## config.mk

```make
export PLATFORM = sky130hd
export DESIGN_NAME = shared_bus_arbiter
export DESIGN_NICKNAME = d
export VERILOG_FILES = /design/src/rtl/sba_pkg.sv /design/src/rtl/sba_decode.sv /design/src/rtl/sba_priv_wait.sv /design/src/rtl/sba_owner.sv /design/src/rtl/shared_bus_arbiter.sv
export SDC_FILE = /design/constraint.sdc
export NUM_CORES = 1
export LEC_CHECK = 0
export ABC_AREA = 0
export BUFFER_PORTS_ARGS = -buffer_cell sky130_fd_sc_hd__buf_2
export CORE_AREA = 2 2 39 41
export CTS_BUF_LIST = sky130_fd_sc_hd__clkbuf_8
export DETAILED_ROUTE_END_ITERATION = 7
export DIE_AREA = 0 0 41 43
export SYNTH_ARGS = -nofsm -noshare
export SYNTH_HDL_FRONTEND = slang
export SYNTH_HIERARCHICAL = 1
export SYNTH_SLANG_ARGS = --single-unit
```

## constraint.sdc

```tcl
create_clock -name clk -period 0.8 [get_ports clk]
set_clock_uncertainty 0.05 [all_clocks]
set_input_delay 0 -clock clk [delete_from_list [all_inputs] [get_ports clk]]
set_output_delay 0 -clock clk [all_outputs]
set_load 0.05 [all_outputs]
```

## src/rtl/sba_pkg.sv

```systemverilog
package sba_pkg;
  typedef enum logic [1:0] {
    OWN_IDLE = 2'd0,
    OWN_DMA  = 2'd1,
    OWN_CPU  = 2'd2
  } owner_e;
endpackage

```

## src/rtl/sba_decode.sv

```systemverilog
module sba_decode #(
  parameter int AW = 24,
  parameter logic [AW-1:0] SHARED_LO = 24'h080000,
  parameter logic [AW-1:0] SHARED_HI = 24'hDFFFFF
) (
  input  logic [AW-1:0] addr,
  output logic          is_shared
);
  // inclusive window compare
  always_comb begin
    is_shared = (addr >= SHARED_LO) && (addr <= SHARED_HI);
  end
endmodule

```

## src/rtl/sba_priv_wait.sv

```systemverilog
module sba_priv_wait #(
  parameter int PRIV_WAIT = 3
) (
  input  logic clk,
  input  logic rst_n,
  input  logic req,
  input  logic clr,
  output logic ack
);
  localparam int CW = $clog2(PRIV_WAIT + 1);
  localparam logic [CW-1:0] LIMIT = CW'(PRIV_WAIT);

  logic [CW-1:0] cnt_q, cnt_d;
  logic          cnt_en;

  always_comb begin
    cnt_en = clr || (req && (cnt_q != LIMIT));
    cnt_d  = clr ? '0 : cnt_q + 1'b1;
  end

  always_ff @(posedge clk or negedge rst_n) begin
    if (!rst_n)      cnt_q <= '0;
    else if (cnt_en) cnt_q <= cnt_d;
  end

  assign ack = (cnt_q == LIMIT);

  assert_priv_ack_after_req_R2: assert property (@(posedge clk) disable iff (!rst_n)
    (ack && !$past(ack)) |-> ($past(req) && !$past(clr)));
endmodule

```

## src/rtl/sba_owner.sv

```systemverilog
module sba_owner
  import sba_pkg::*;
(
  input  logic   clk,
  input  logic   rst_n,
  input  logic   cyc,
  input  logic   shared,
  input  logic   dma_req_n,
  input  logic   mem_phase,
  output owner_e own
);
  owner_e own_q, own_d;
  logic   cpu_bid;

  always_comb begin
    cpu_bid = cyc && shared && mem_phase;
    own_d   = own_q;
    unique case (own_q)
      OWN_CPU: begin
        if (!cyc) own_d = dma_req_n ? OWN_IDLE : OWN_DMA;
      end
      default: begin
        if (!dma_req_n)   own_d = OWN_DMA;
        else if (cpu_bid) own_d = OWN_CPU;
        else              own_d = OWN_IDLE;
      end
    endcase
  end

  always_ff @(posedge clk or negedge rst_n) begin
    if (!rst_n) own_q <= OWN_IDLE;
    else        own_q <= own_d;
  end

  assign own = own_q;

  assert_grant_aligned_free_R4: assert property (@(posedge clk) disable iff (!rst_n)
    (own_q == OWN_CPU && $past(own_q) != OWN_CPU) |-> ($past(dma_req_n) && $past(mem_phase)));

  assert_dma_wins_tie_R6: assert property (@(posedge clk) disable iff (!rst_n)
    (!dma_req_n && own_q != OWN_CPU) |=> (own_q == OWN_DMA));

  assert_no_preempt_R7: assert property (@(posedge clk) disable iff (!rst_n)
    (own_q == OWN_CPU && cyc) |=> (own_q == OWN_CPU));
endmodule

```

## src/rtl/shared_bus_arbiter.sv

```systemverilog
module shared_bus_arbiter
  import sba_pkg::*;
#(
  parameter int AW = 24,
  parameter logic [AW-1:0] SHARED_LO = 24'h080000,
  parameter logic [AW-1:0] SHARED_HI = 24'hDFFFFF,
  parameter int PRIV_WAIT = 3,
  parameter int RST_STAGES = 2
) (
  input  logic          clk,
  input  logic          rst_n,
  input  logic          cpu_as_n,
  input  logic [AW-1:0] cpu_addr,
  input  logic          dma_req_n,
  input  logic          mem_phase,
  output logic          cpu_dtack_n,
  output logic          bus_drv_en,
  output logic          amux_cpu_sel
);
  // asynchronous assert, synchronous release
  logic [RST_STAGES-1:0] rst_pipe;
  logic                  rst_sync_n;

  always_ff @(posedge clk or negedge rst_n) begin
    if (!rst_n) rst_pipe <= '0;
    else        rst_pipe <= {rst_pipe[RST_STAGES-2:0], 1'b1};
  end
  assign rst_sync_n = rst_pipe[RST_STAGES-1];

  logic   is_shared, cyc, priv_ack;
  owner_e own;

  assign cyc = !cpu_as_n;

  sba_decode #(.AW(AW), .SHARED_LO(SHARED_LO), .SHARED_HI(SHARED_HI)) u_decode (
    .addr      (cpu_addr),
    .is_shared (is_shared)
  );

  sba_priv_wait #(.PRIV_WAIT(PRIV_WAIT)) u_priv (
    .clk   (clk),
    .rst_n (rst_sync_n),
    .req   (cyc && !is_shared),
    .clr   (!cyc),
    .ack   (priv_ack)
  );

  sba_owner u_owner (
    .clk       (clk),
    .rst_n     (rst_sync_n),
    .cyc       (cyc),
    .shared    (is_shared),
    .dma_req_n (dma_req_n),
    .mem_phase (mem_phase),
    .own       (own)
  );

  always_comb begin
    bus_drv_en   = (own == OWN_CPU);
    amux_cpu_sel = (own == OWN_CPU);
    cpu_dtack_n  = !(priv_ack || (own == OWN_CPU));
  end

  assert_release_drops_ack_R3: assert property (@(posedge clk) disable iff (!rst_sync_n)
    cpu_as_n |=> (cpu_dtack_n && !bus_drv_en));

  assert_private_isolated_R2: assert property (@(posedge clk) disable iff (!rst_sync_n)
    (cyc && !is_shared) |-> !bus_drv_en);

  assert_dma_blocks_ack_R5: assert property (@(posedge clk) disable iff (!rst_sync_n)
    (own == OWN_DMA) |-> (!amux_cpu_sel && !bus_drv_en));
endmodule

```

# After elaboration in Yosys (flattened, before gate mapping)
# Index checks and enable logic that the tools add are counted.
totals:
  wordCells: 26
  input_bits: 29
  out_inout_bits: 3
  regBits: 6
op_classes:
  n_addsub: 1
  n_mux: 6
  n_lt_le_gt_ge: 2
  n_eq_ne: 4
  n_reduce_logical: 10
ops:
  columns: ["operator", "n"]
  rows:
  - ["24-bit by 20-bit greater-or-equal comparator with 1-bit output, second input constant", 1]
  - ["24-bit <= comparator, second input constant", 1]
  - ["2-bit two-way mux", 5]
  - ["1-bit logical AND", 5]
  - ["2-bit equality test, second input constant", 2]
  - ["2-bit inequality test, second input constant", 2]
  - ["1-bit zero test", 3]
  - ["2-bit by 1-bit adder with 2-bit output, second input constant", 1]
  - ["1-bit logical OR", 2]
  - ["1-bit two-way mux", 1]

# Logic depth before layout (Yosys ltp)
# Gate-level depths: netlist of the first run.
logic_depth:
  word_depth: 7
  depth_mapped: 5

# Cells and area by module
# The synthesis of the first run kept the hierarchy.
by_module_without_submodules:
  columns: ["mod", "cells_each", "area_each_um2", "n_inst"]
  rows:
  - ["sba_priv_wait", 10, 123.9, 1]
  - ["shared_bus_arbiter", 8, 88.8, 1]
  - ["sba_owner", 6, 81.3, 1]
  - ["sba_decode", 3, 18.8, 1]

# Least setup slack after synthesis of the first run
# OpenSTA, ideal clock, no wires.
synth_timing:
  kind: "register to register"
  startpoint: "register u_priv.cnt_q[0]"
  endpoint: "register u_priv.cnt_q[0]"
  path_buffers: 0
  t_arrival_ns: 1.027
  period_less_slack_ns: 1.202
  stages_incl_launch_ff: 4
  path_slack_ns: -0.402
  t_required_ns: 0.625
  setup_time_ns: 0.125
  path_cell_list: "dfrtp_1 > ha_1 > nor2b_4 > mux2_4"
synth_between:
  elab_chain_cells: 3
  elab_cells_between_ends: 5
synth_rtl:
  columns: ["element", "line", "text"]
  rows:
  - ["from (decl)", "sba_priv_wait.sv:13", "logic [CW-1:0] cnt_q, cnt_d;"]
  - ["from (signal assigned)", "sba_priv_wait.sv:23", "else if (cnt_en) cnt_q <= cnt_d;"]
  - ["branches (longest 3 deep; another with 2-bit by 1-bit adder with 2-bit output)", null, null]
# Parallel ways; which one is timed is not known.
# A chain may end at the register's enable or synchronous reset.

# Worst setup path in the final report of the first run
layout_timing:
  startpoint: "register u_priv.cnt_q[0]"
  endpoint: "output cpu_dtack_n"
layout_between:
  elab_chain_cells: 3
layout_rtl:
  columns: ["element", "line", "text"]
  rows:
  - ["2-bit equality test", "sba_priv_wait.sv:26", "assign ack = (cnt_q == LIMIT);"]
  - ["net priv_ack", "shared_bus_arbiter.sv:30", "logic is_shared, cyc, priv_ack;"]
  - ["1-bit logical OR", "shared_bus_arbiter.sv:61", "cpu_dtack_n = !(priv_ack || (own == OWN_CPU));"]
  - ["1-bit zero test", "shared_bus_arbiter.sv:61", null]
  - ["to (decl)", "shared_bus_arbiter.sv:16", "output logic cpu_dtack_n,"]
# The timed path passes the listed nets, and every way through them passes these cells.

==> impl_metrics.json, run 1 <==
{
  "grt_pass1_wl_um": 959,
  "avgRoutedWirePerCell_um": 9.14,
  "combined_flip_flop_and_latch_cell_area_um2": 150,
  "dp.final_hpwl_um": 471,
  "cts-buffers-inserted": 3,
  "synth-simple-area-share": 0.328,
  "grt_overflow_total": 0,
  "floorplan.die.width_um": 41,
  "slew_violations": 0,
  "multiInputGateArea_um2": 165,
  "clkSinkCount": 6,
  "final_period_minus_worst_setup_slack_ps": 1200,
  "clock_tree.htree_level_count": 1,
  "dieArea_mm2": 0.00176,
  "cts_tree": "done",
  "postRouteWirelength_um": 576,
  "cp_max_fo": 3,
  "drt_pre_antenna_iters": 1,
  "via_count_of_the_first_global_routing_pass": 257,
  "synthAdderAreaFrac": 0.0400,
  "gp_routability_congestion": 0.639,
  "groute.usage.overall": 0.0924,
  "clkLatencyLatePin_ps": 220,
  "placement_rows": 14,
  "worst-endpoint-required_ps": 750,
  "fraction_of_layout_instances_using_a_drive_strength_above_1": 0.532,
  "muxShareOfSynthArea": 0.0480,
  "synth.lib_cells_used.distinct": 18,
  "hold_class": "reg2async",
  "run_status": "complete, but fails checks",
  "leading_cell_types_by_count_after_synthesis": "dfrtp_1 (6), nor2b_4 (3), inv_1 (2), nor2_1 (2)",
  "ir_drop_mv": 0.906,
  "reg_to_reg_end": "u_priv/cnt_q[0]$_DFFE_PN0P_",
  "synth_xor_area_frac": 0,
  "netlist_top_cells_area": "dfrtp_1 (48%), nor2b_4 (13%), mux2_4 (4.8%)",
  "ys_seq_elements": 6,
  "antenna_cells_inserted": 0,
  "grt_max_degree": 6,
  "end_kind": "output port",
  "grt_setup_unrepaired": "true",
  "synth-compound-area-share": 0.0440,
  "dp_worst_setup_slack_ps": -481,
  "initial_utilization": 0.226,
  "detail_route.vias_per_cell": 4.06,
  "timing_limited_maximum_frequency_ghz": 0.835,
  "syn_to_final_growth_pct": 65.6,
  "cts.reportedPaths.clkPinSlew_ps": 30,
  "failed_checks": "negative setup slack",
  "grt_antenna_before_repair": 0,
  "criticalPathCategory": "reg2out",
  "p_leak_nw": 0.256,
  "r2r_setup_slack_ps": -390,
  "max-cap-violations": 0,
  "core_box_area_mm2": 0.00138,
  "fin_setup_tns_ps": -1730,
  "final-setup-viol-count": 6,
  "detailroute.via_count": 256,
  "clock-root-buffer": "clkbuf_8",
  "synth_most_common_cell": "dfrtp_1",
  "number_of_port_buffers": 12,
  "worst_ep_arrival_time_ps": 1150,
  "crit_path_start_kind": "flop",
  "finalHoldViolations": 0,
  "fp.dieH_um": 43,
  "drc": 0,
  "layout.nets": 79,
  "ios": 32,
  "fillers": 147,
  "max-clock-path-buffers": 2,
  "synth_area_leader_cell": "dfrtp_1",
  "main_combinational_cell_family_by_area_after_synthesis": "simple AND/OR/NAND/NOR gates",
  "yosysSeqAreaShare": 0.480,
  "synth_cells": 27,
  "syn-num-nets": 57,
  "p_per_area_mw_per_mm2": 1720,
  "setup_slack_ps": -398,
  "post_synth.cell_area_avg_um2": 11.6,
  "antenna_left": 0,
  "final_worst_path_cycle_share": 1.50,
  "reg2reg_depth": 3,
  "syn_area_um2": 313,
  "synth_async_sr_flop_share": 1.00,
  "rr_startpoint": "u_priv/cnt_q[0]$_DFFE_PN0P_",
  "ys.flop_type": "dfrtp_1",
  "drtIter0Drc": 0,
  "syn_warnings": 6,
  "number_of_synthesized_flops_with_an_enable_pin": 0,
  "netlist.area_leader.share": 0.480
}
sequential cells by signal, summed over array words and instances (netlist names):
register	count
rst_pipe	2
u_owner/own	2
u_priv/cnt_q	2
how the worst max path moves through the flow:
stage / start / to / slack [ps] / cells past startpoint
6_report: u_priv/cnt_q[0]$_DFFE_PN0P_ / cpu_dtack_n / -400 / 4
3_5_place_dp: cpu_addr[23] / u_priv/cnt_q[0]$_DFFE_PN0P_ / -480 / 6
4_1_cts: u_priv/cnt_q[0]$_DFFE_PN0P_ / cpu_dtack_n / -410 / 4
2_1_floorplan: u_priv/cnt_q[0]$_DFFE_PN0P_ / u_priv/cnt_q[0]$_DFFE_PN0P_ / -340 / 3
3_3_place_gp: cpu_addr[23] / u_priv/cnt_q[0]$_DFFE_PN0P_ / -450 / 6
5_1_grt: u_priv/cnt_q[1]$_DFFE_PN0P_ / cpu_dtack_n / -440 / 4
worst max-delay path, stage by stage (launching register included):
cell and delay (ps):
dfrtp_1 400, ha_4 190, buf_6 110, nor2_4 80, buf_8 150
final cells by class:
| class | instances | area share |
|---|---|---|
| clock buffers | 3 | 0.0797 |
| inverters | 2 | 0.0145 |
| multi-input cells | 18 | 0.319 |
| flip-flops and latches | 6 | 0.290 |
| well taps | 16 | 0.0386 |
| repair buffers | 18 | 0.258 |
through the flow:
stage	utilization	hold slack, ps	std cells	total power [W]	instance area, µm²
after detailed placement	0.304	-264	57	0.000437	420
after CTS	0.359	4.07	62	0.000901	497
after global routing	0.374	20.5	63	0.000943	518
after floorplan	-	-346	27	0.000392	329
after global placement	0.304	-265	57	0.000435	420
final	0.374	2.13	63	0.000889	518
cells by family after synthesis:
group / Yosys count
AOI/OAI and AO/OA: 2
buffers and inverters: 3
muxes: 1
adders and majority gates: 1
other: 1
DFF: 6
and+or+nand+nor: 13
report_power, final:
| group | switching [W] | internal [W] |
|---|---|---|
| clock network | 0.000113 | 0.000322 |
| logic | 0.0000566 | 0.0000672 |
| registers | 0.0000111 | 0.000319 |
layer usage:
| metal | GRT usage | up-vias | share of wire |
|---|---|---|---|
| li1 | - | 131 | - |
| met1 | 0.0767 | 118 | 0.41 |
| met2 | 0.138 | 5 | 0.55 |
| met3 | 0.0314 | 2 | 0.028 |
| met4 | 0.120 | 0 | 0.017 |
| met5 | 0 | - | 0 |
what timing repair did:
| item | in CTS | in global routing |
|---|---|---|
| buffers inserted | 0 | 1 |
| setup endpoints to repair | 6 | 6 |
| pin swaps | 2 | 1 |
| hold buffers | 2 | 0 |
| endpoints found under the hold margin | 3 | 0 |
| gates resized for setup | 4 | 5 |
layout by cell type, fill, tap and decap left out, types with 2 or more instances in the layout:
| cell | Yosys | layout |
|---|---|---|
| buf_2 | 0 | 10 |
| buf_4 | 1 | 3 |
| buf_8 | 0 | 2 |
| clkbuf_8 | 0 | 3 |
| dfrtp_1 | 6 | 6 |
| dlygate4sd3_1 | 0 | 2 |
| inv_1 | 2 | 2 |
| nor2_1 | 2 | 2 |
| nor2b_4 | 3 | 3 |
No activity file was read; power rests on OpenSTA's default activity.
==> run 2: changes to the inputs <==
--- a/config.mk
+++ b/config.mk
@@ -11,6 +11,8 @@
 export CTS_BUF_LIST = sky130_fd_sc_hd__clkbuf_8
 export DETAILED_ROUTE_END_ITERATION = 7
 export DIE_AREA = 0 0 41 43
+export RECOVER_POWER = 100
+export REMOVE_ABC_BUFFERS = 1
 export SYNTH_ARGS = -nofsm -noshare
 export SYNTH_HDL_FRONTEND = slang
 export SYNTH_HIERARCHICAL = 1
==> run 2 against run 1 <==
Compared with the run above:
- the run still ends with negative setup slack left
- largest power group unchanged
- clock power shrank 1%
- count of clock-buffer cells in the layout unchanged
- critical path depth unchanged
==> impl_metrics.json, run 2 (same netlist as run 1, synthesis figures left out) <==
{
  "run_status": "complete, but fails checks",
  "failed_checks": "negative setup slack",
  "p_sw_frac": 0.208,
  "cts_tree": "done",
  "postRouteWirelength_um": 663,
  "grt_setup_unrepaired": "true",
  "antenna_cells_inserted": 0,
  "combined_flip_flop_and_latch_cell_area_um2": 150,
  "grt_antenna_before_repair": 0,
  "dp.final_hpwl_um": 486,
  "cts-buffers-inserted": 3,
  "layout.nets": 81,
  "layout.cells.most_common_list": "buf_2 (9), dfrtp_1 (6), buf_4 (5), nor2b_4 (3), clkbuf_8 (3)",
  "fraction_of_layout_instances_using_a_drive_strength_above_1": 0.571,
  "final_period_minus_worst_setup_slack_ps": 1200,
  "via_count_of_the_first_global_routing_pass": 265,
  "syn_to_final_growth_pct": 76.0,
  "final_worst_path_cycle_share": 1.50,
  "utilization_of_the_core_after_routing": 0.398,
  "fp.dieH_um": 43,
  "clkSinkCount": 6,
  "number_of_port_buffers": 12,
  "cts.reportedPaths.clkPinSlew_ps": 30,
  "max-clock-path-buffers": 2,
  "avgRoutedWirePerCell_um": 10.2,
  "dp_cells": 59,
  "ios": 32,
  "power.combinational.fraction": 0.154,
  "p_leak_nw": 0.267,
  "fillers": 131,
  "hold_class": "reg2async",
  "criticalPathCategory": "reg2out",
  "grt_pass1_wl_um": 986,
  "worst-endpoint-required_ps": 750,
  "crit_path_start_kind": "flop",
  "finalHoldViolations": 0,
  "detailroute.via_count": 267,
  "initial_utilization": 0.226,
  "ir_drop_mv": 1.21,
  "gp_routability_congestion": 0.654,
  "cellInternalPower_w": 0.000713,
  "clock-root-buffer": "clkbuf_8",
  "drc": 0,
  "dieArea_mm2": 0.00176,
  "power.sequential.fraction": 0.367,
  "floorplan.die.width_um": 41,
  "grt_overflow_total": 0,
  "p_per_area_mw_per_mm2": 1630,
  "groute.usage.overall": 0.0874,
  "final-setup-viol-count": 6,
  "timing_limited_maximum_frequency_ghz": 0.833,
  "drtIter0Drc": 7,
  "drt_pre_antenna_iters": 4,
  "core_box_area_mm2": 0.00138,
  "clkLatencyLatePin_ps": 220,
  "clock_power_share": 0.478,
  "power.switching_w": 0.000187,
  "final_common_cell": "buf_2",
  "max-cap-violations": 0,
  "setup_slack_ps": -400,
  "multiInputGateArea_um2": 188,
  "antenna_left": 0,
  "worst_ep_arrival_time_ps": 1150,
  "cp_max_fo": 2,
  "stdcell_count": 65,
  "detail_route.vias_per_cell": 4.11,
  "grt_max_degree": 6,
  "slew_violations": 0,
  "placement_rows": 14,
  "end_kind": "output port",
  "clock_tree.htree_level_count": 1
}
-- run 2: changes by cell type in the layout (fill, tap and decap cells not counted), sizes merged --
cell	delta
buf	+1
clkbuf	+1
-- run 2: cell type report --
class | instances | area share
inverters | 2 | 0.0136
well taps | 16 | 0.0364
multi-input cells | 18 | 0.341
flip-flops and latches | 6 | 0.273
clock buffers | 3 | 0.0750
repair buffers | 20 | 0.261
-- run 2: critical path, stage by stage (launching register included) --
cell	delay, ps
dfrtp_1	400
ha_4	190
buf_6	120
nor2_4	80
buf_8	150
-- run 2: stage by stage --
stage          cell area [µm²]  hold slack (ps)  setup TNS, ps  setup WS, ps  total power [W]
3_3_place_gp               423             -264          -1400          -434         0.000438
4_1_cts                    502             8.02          -1820          -416         0.000895
6_report                   551             1.59          -1680          -400         0.000900
2_1_floorplan              305             -346          -1360          -418         0.000386
3_5_place_dp               423             -264          -1520          -465         0.000441
5_1_grt                    551             22.4          -1910          -442         0.000949
-- run 2: layer usage --
metal | track usage | up-vias | part of all wire
met5 | 0 | - | 0
li1 | - | 135 | -
met2 | 0.119 | 8 | 0.54
met1 | 0.100 | 122 | 0.39
met3 | 0.0471 | 2 | 0.056
met4 | 0.0600 | 0 | 0.012
-- run 2: worst paths after layout --
path                                                     to                         from  slack (ps)  cells past startpoint
worst max-delay path                            cpu_dtack_n  u_priv/cnt_q[0]$_DFFE_PN0P_        -400                      4
worst min-delay path            u_priv/cnt_q[0]$_DFFE_PN0P_        rst_pipe[1]$_DFF_PN0_           2                      0
worst max register to register  u_priv/cnt_q[0]$_DFFE_PN0P_  u_priv/cnt_q[0]$_DFFE_PN0P_        -380                      3
worst min register to register  u_priv/cnt_q[0]$_DFFE_PN0P_        rst_pipe[1]$_DFF_PN0_           2                      0
max in group asynchronous             rst_pipe[0]$_DFF_PN0_                        rst_n         530                      2
min in group clk                 u_owner/own[1]$_DFFE_PN0P_                    mem_phase           0                      3
-- run 2: power by group through the flow --
stage | Sequential, W | Clock (W) | Combinational [W]
global placement | 0.000333 | 0 | 0.000105
global route | 0.000333 | 0.000469 | 0.000148
detailed placement | 0.000334 | 0 | 0.000107
floorplan | 0.000331 | 0 | 0.0000552
finish | 0.000331 | 0.000430 | 0.000139
CTS | 0.000330 | 0.000446 | 0.000120
-- run 2: what timing repair did --
item	in CTS	in global routing
setup buffers	0	1
endpoints found under the hold margin	3	0
endpoints found under the setup margin	6	7
pin swaps	1	3
gates resized for setup	6	8
hold buffers	2	0
